[config.mk]
export PLATFORM = sky130hd
export DESIGN_NAME = atr_parser
export DESIGN_NICKNAME = d
export VERILOG_FILES = /design/src/rtl/atr_pkg.sv /design/src/rtl/atr_field_sel.sv /design/src/rtl/atr_capture.sv /design/src/rtl/atr_parser.sv
export SDC_FILE = /design/constraint.sdc
export NUM_CORES = 1
export LEC_CHECK = 0
export BUFFER_PORTS_ARGS = -buffer_cell sky130_fd_sc_hd__buf_4
export CAP_MARGIN = 10
export CORE_MARGIN = 3
export CORE_UTILIZATION = 56
export DETAILED_ROUTE_END_ITERATION = 12
export GPL_ROUTABILITY_DRIVEN = 0
export PLACE_DENSITY = 0.79
export SLEW_MARGIN = 20
export SYNTH_ARGS = -nofsm -noshare
export SYNTH_HDL_FRONTEND = slang
export SYNTH_SLANG_ARGS = --single-unit
[constraint.sdc]
create_clock -name clk -period 2.44 [get_ports clk]
set_clock_uncertainty 0.1 [all_clocks]
set_input_delay 0.366 -clock clk [delete_from_list [all_inputs] [get_ports clk]]
set_output_delay 0.366 -clock clk [all_outputs]
set_load 0.01 [all_outputs]
[src/rtl/atr_pkg.sv]
package atr_pkg;
   typedef enum logic [3:0] {
      ST_TS   = 4'd0,
      ST_T0   = 4'd1,
      ST_TA   = 4'd2,
      ST_TB   = 4'd3,
      ST_TC   = 4'd4,
      ST_TD   = 4'd5,
      ST_HIST = 4'd6,
      ST_TCK  = 4'd7,
      ST_DONE = 4'd8
   } atr_state_e;
endpackage

[src/rtl/atr_field_sel.sv]
module atr_field_sel
   import atr_pkg::*;
#(
   parameter int FIELDS = 4,
   parameter int POS_W  = $clog2(FIELDS)
) (
   input  logic [POS_W-1:0]  start_pos,
   input  logic [FIELDS-1:0] present,
   input  logic              hist_zero,
   output atr_state_e        next_st
);
   logic [FIELDS-1:0] hit;

   if (FIELDS != 4) begin : g_bad_fields
      $error("atr_field_sel: exactly four interface fields per group");
   end

   for (genvar gi = 0; gi < FIELDS; gi++) begin : g_hit
      assign hit[gi] = present[gi] && (start_pos <= POS_W'(gi));
   end

   // lowest qualifying field wins; otherwise historical bytes or check byte
   always_comb begin
      next_st = hist_zero ? ST_TCK : ST_HIST;
      for (int i = FIELDS - 1; i >= 0; i--) begin
         if (hit[i]) next_st = atr_state_e'(4'(ST_TA) + 4'(i));
      end
   end
endmodule

[src/rtl/atr_capture.sv]
module atr_capture #(
   parameter int DATA_W = 8,
   parameter int DEPTH  = 64,
   parameter int ADDR_W = $clog2(DEPTH)
) (
   input  logic              clk,
   input  logic              rst_n,
   input  logic              clear,
   input  logic              accept,
   input  logic [DATA_W-1:0] byte_in,
   output logic              store_en,
   output logic [ADDR_W-1:0] store_addr,
   output logic [DATA_W-1:0] store_data
);
   localparam int IDX_W = ADDR_W + 1;
   logic [IDX_W-1:0] idx;

   always_ff @(posedge clk or negedge rst_n) begin
      if (!rst_n) begin
         idx        <= '0;
         store_en   <= 1'b0;
         store_addr <= '0;
         store_data <= '0;
      end else if (clear) begin
         idx      <= '0;
         store_en <= 1'b0;
      end else begin
         store_en <= 1'b0;
         if (accept && (idx < IDX_W'(DEPTH))) begin
            store_en   <= 1'b1;
            store_addr <= idx[ADDR_W-1:0];
            store_data <= byte_in;
            idx        <= idx + 1'b1;
         end
      end
   end
endmodule

[src/rtl/atr_parser.sv]
module atr_parser
   import atr_pkg::*;
#(
   parameter int DATA_W     = 8,
   parameter int BUF_DEPTH  = 64,
   parameter int WI_DEFAULT = 10
) (
   input  logic                         clk,
   input  logic                         rst_n,
   input  logic                         card_in_reset,
   input  logic                         rx_valid,
   input  logic [DATA_W-1:0]            rx_byte,
   output logic [3:0]                   hist_count,
   output logic [DATA_W-1:0]            wi_value,
   output logic                         atr_done,
   output logic                         store_en,
   output logic [$clog2(BUF_DEPTH)-1:0] store_addr,
   output logic [DATA_W-1:0]            store_data
);
   localparam int ADDR_W = $clog2(BUF_DEPTH);
   localparam int NIB    = DATA_W / 2;

   if (DATA_W != 8) begin : g_bad_width
      $error("atr_parser: characters are eight bits wide");
   end
   if (BUF_DEPTH < 2 || (BUF_DEPTH & (BUF_DEPTH - 1)) != 0) begin : g_bad_depth
      $error("atr_parser: capture depth must be a power of two");
   end
   if (WI_DEFAULT < 1 || WI_DEFAULT > 255) begin : g_bad_wi
      $error("atr_parser: default waiting integer out of range");
   end

   atr_state_e        state;
   atr_state_e        sel_next;
   logic [NIB-1:0]    hist_left;
   logic [DATA_W-1:0] last_td;
   logic [1:0]        start_pos;
   logic [NIB-1:0]    present;
   logic              hist_zero;
   logic              is_desc;
   logic              accept;

   assign is_desc = (state == ST_T0) || (state == ST_TD);
   assign accept  = rx_valid && !card_in_reset && (state != ST_DONE) &&
                    !((state == ST_TS) && (rx_byte == '0));

   always_comb begin
      case (state)
         ST_TA:   start_pos = 2'd1;
         ST_TB:   start_pos = 2'd2;
         ST_TC:   start_pos = 2'd3;
         default: start_pos = 2'd0;
      endcase
   end

   assign present   = is_desc ? rx_byte[DATA_W-1:NIB] : last_td[DATA_W-1:NIB];
   assign hist_zero = (state == ST_T0) ? (rx_byte[NIB-1:0] == '0) : (hist_left == '0);

   atr_field_sel #(.FIELDS(4)) i_field_sel (
      .start_pos (start_pos),
      .present   (present),
      .hist_zero (hist_zero),
      .next_st   (sel_next)
   );

   atr_capture #(.DATA_W(DATA_W), .DEPTH(BUF_DEPTH), .ADDR_W(ADDR_W)) i_capture (
      .clk        (clk),
      .rst_n      (rst_n),
      .clear      (card_in_reset),
      .accept     (accept),
      .byte_in    (rx_byte),
      .store_en   (store_en),
      .store_addr (store_addr),
      .store_data (store_data)
   );

   always_ff @(posedge clk or negedge rst_n) begin
      if (!rst_n) begin
         state      <= ST_TS;
         hist_count <= '0;
         hist_left  <= '0;
         last_td    <= '0;
         wi_value   <= DATA_W'(WI_DEFAULT);
         atr_done   <= 1'b0;
      end else if (card_in_reset) begin
         state      <= ST_TS;
         hist_count <= '0;
         hist_left  <= '0;
         last_td    <= '0;
         wi_value   <= DATA_W'(WI_DEFAULT);
         atr_done   <= 1'b0;
      end else begin
         atr_done <= 1'b0;
         if (accept) begin
            case (state)
               ST_TS: state <= ST_T0;
               ST_T0: begin
                  hist_count <= rx_byte[NIB-1:0];
                  hist_left  <= rx_byte[NIB-1:0];
                  last_td    <= {rx_byte[DATA_W-1:NIB], {NIB{1'b0}}};
                  state      <= sel_next;
               end
               ST_TA, ST_TB: state <= sel_next;
               ST_TC: begin
                  if (last_td[NIB-1:0] == NIB'(2)) wi_value <= rx_byte;
                  state <= sel_next;
               end
               ST_TD: begin
                  last_td <= rx_byte;
                  state   <= sel_next;
               end
               ST_HIST: begin
                  hist_left <= hist_left - 1'b1;
                  if (hist_left == NIB'(1)) state <= ST_TCK;
               end
               ST_TCK: begin
                  atr_done <= 1'b1;
                  state    <= ST_DONE;
               end
               default: state <= ST_TS;
            endcase
         end
      end
   end
endmodule

==> run metrics <==
via count=2127; Max Fclk=0.473 GHz; leakage power=0.00144 uW; Initial Utilization=58.5%; post-synthesis cell type count=51; RSZ-0062 raised after global routing=false; Final Setup Violations=0; H-tree levels=2; Clock Tree Buf Depth=2; total congestion overflow=0; final core utilization=69.6%; Total Neg Setup Slack=0 ps; fin worst setup slack=328 ps; DRC violations left=0; Seq/Total Area, Yosys=49.5%; most common flop cell mapped by yosys=dfrtp_1; worst slew pin tran=640 ps; crit path capture type=register; fin. max-slew vios=0; flops & latches, synth=51; via/cell ratio=6.06; worst setup path class=reg -> reg; Initial DRC Count=111; Detailed Route WL=5.96 mm; async set-reset flop share out of synthesis=100%; antenna diode count=0; hpwl dp=4.08 mm; endpoints failing hold=0; Num CTS Buffers=5; TritonCTS clock tree=done; VDD IR-drop max=0.470 mV; Slew headroom=57.3%; wire per inst=17.0 um; clk sinks=51; clk_lat worst skew=310 ps; Crit Path Max Fanout=15; first-pass GRT wire length=10.1 mm; Layout area overhead=19.0%; Die Height=73.9 um; Hold Startpoint=rx_byte[1]; origin of the critical flop-to-flop path=state[0]; Critical Path Start Type=register; Setup WS pre-CTS=245 ps; status=complete, no violations; post-synthesis cell count=255; max cap viols=0; Post-synth EDFFs=0; Initial DRT Pass Iterations=4; Warnings, synthesis=0; layout cells sized above 1=27.1%; CP Launch Point=state[0]; total track usage=23.8%; Cell Pwr Density=675 nW/um2; Tot Pwr=2070 uW; Final nets=314; root buf cell=clkbuf_8; CP Data Required Time=2540 ps; synthesized area per cell=10.1 um2; area of the die=5460 um2; io pins=40; hold_ws=236 ps; vias in the first global route=2049; postcts setup bufs=0; Final ANT Viol Nets=0; Post-Syn Nets=271; largest net degree at the start of global routing=52; row count=24; Period minus WS final=2110 ps; core box area=4410 um2; fin crit share=86.6%; Critical Path AT=2210 ps; IO Port Bufs=39; Die Wd=73.9 um; clock slew at reported path FFs=100 ps; Hold Crit Class=in -> reg; Cell Area, Synth=2580 um2; initial antenna violation count=0
[final timing paths]
| check | endpoint | depth (start not counted) | slack, ps |
|---|---|---|---|
| worst max register to register | i_capture.store_addr[2] | 4 | 330 |
| worst max-delay path | i_capture.store_addr[2] | 4 | 330 |
| worst min-delay path | wi_value[1] | 3 | 240 |
| worst min register to register | i_capture.store_addr[5] | 1 | 420 |
| max in group asynchronous | last_td[1] | 2 | 1290 |
| min in group asynchronous | i_capture.idx[6] | 2 | 510 |
[flip-flops by register name, summed over array words and instances (netlist names)]
signal / flops
i_capture.store_data: 8
last_td: 8
wi_value: 8
i_capture.idx: 7
i_capture.store_addr: 6
hist_count: 4
hist_left: 4
state: 4
atr_done: 1
i_capture.store_en: 1
[stage by stage]
step / cells / area, um2
floorplan: 255 / 2580
global placement: 342 / 2940
detailed placement: 342 / 2940
CTS: 351 / 3070
global route: 351 / 3070
finish: 351 / 3070
[cells by family after synthesis]
group	share of synthesized area (%)
adders and majority gates	1.94
xor gates and xnor gates	1.02
buffers and inverters	4.12
AOI/OAI and AO/OA	15.7
muxes	10.3
and+or+nand+nor	17.4
DFF	49.5
[routing by layer]
| layer | wire, um | share of wire [%] | vias to the layer above | GRT usage, % |
|---|---|---|---|---|
| li1 | - | - | 1000 | - |
| met1 | 2620 | 44 | 1060 | 33.6 |
| met2 | 2940 | 49 | 61 | 38.0 |
| met3 | 350 | 5.9 | 6 | 4.79 |
| met4 | 61 | 1.0 | 0 | 5.84 |
| met5 | 0 | 0 | - | 0 |
[power breakdown]
part / total (uW) / internal, uW / switching (uW)
Combinational: 495 / 223 / 271
Clock: 621 / 337 / 283
Sequential: 959 / 900 / 58.9
Total: 2070 / 1460 / 614
[cell usage after synthesis (2+ instances only)]
| library cell | number | area (um2) |
|---|---|---|
| mux2i_1 | 7 | 70.1 |
| a32oi_1 | 2 | 17.5 |
| clkbuf_1 | 9 | 33.8 |
| dfrtp_1 | 49 | 1230 |
| o21ai_0 | 15 | 75.1 |
| ha_1 | 4 | 50.1 |
| nor4_1 | 2 | 12.5 |
| nor2_1 | 21 | 78.8 |
| and3b_1 | 2 | 17.5 |
| nor2b_1 | 5 | 31.3 |
| nand4_1 | 6 | 37.5 |
| nand3_1 | 12 | 60.1 |
| o211ai_1 | 2 | 15.0 |
| o311ai_0 | 2 | 17.5 |
| nand2_1 | 28 | 105 |
| a21boi_0 | 2 | 15.0 |
| inv_1 | 5 | 18.8 |
| o31ai_1 | 2 | 15.0 |
| a31oi_1 | 2 | 12.5 |
| buf_2 | 3 | 15.0 |
| a22oi_1 | 2 | 15.0 |
| xor2_1 | 3 | 26.3 |
| or3_1 | 2 | 12.5 |
| a211oi_1 | 2 | 15.0 |
| dfstp_2 | 2 | 52.6 |
| buf_1 | 2 | 7.51 |
| a21oi_1 | 24 | 120 |
| nor3b_1 | 2 | 15.0 |
| mux2_2 | 8 | 90.1 |
| mux2_4 | 7 | 105 |
[area by class of cell]
cell class / count / area [um2]
multi-input cells: 183 / 1200
inverters: 5 / 18.8
flip-flops and latches: 51 / 1280
clock buffers: 6 / 82.6
well taps: 52 / 65.1
repair buffers: 52 / 393
fillers: 342 / 1340
clock inverters: 2 / 38.8
[critical path, stage by stage, from the launching register on]
cell and delay, ps:
dfrtp_1 550, or3_4 470, o211a_1 360, buf_4 230, mux2_4 300
[cell usage in the layout, fill, tap and decap left out, types with 2 or more instances in the layout]
cell type,synthesis,layout
buf_4,0,51
dfrtp_1,49,49
nand2_1,28,28
a21oi_1,24,24
nor2_1,21,21
o21ai_0,15,15
nand3_1,12,12
mux2_2,8,8
mux2_4,7,7
mux2i_1,7,7
nand4_1,6,6
clkbuf_8,0,6
inv_1,5,5
nor2b_1,5,5
ha_1,4,4
xor2_1,3,3
nor4_1,2,2
a21boi_0,2,2
nor3b_1,2,2
and3b_1,2,2
a211oi_1,2,2
o31ai_1,2,2
a31oi_1,2,2
o211ai_1,2,2
o311ai_0,2,2
a22oi_1,2,2
a32oi_1,2,2
or3_1,2,2
dfstp_2,2,2
[what timing repair did]
action	4_1_cts	5_1_grt
gates resized for setup	0	0
hold buffers	1	0
hold endpoints to repair	18	0
Note: power is estimated with default switching activity, not from simulation.
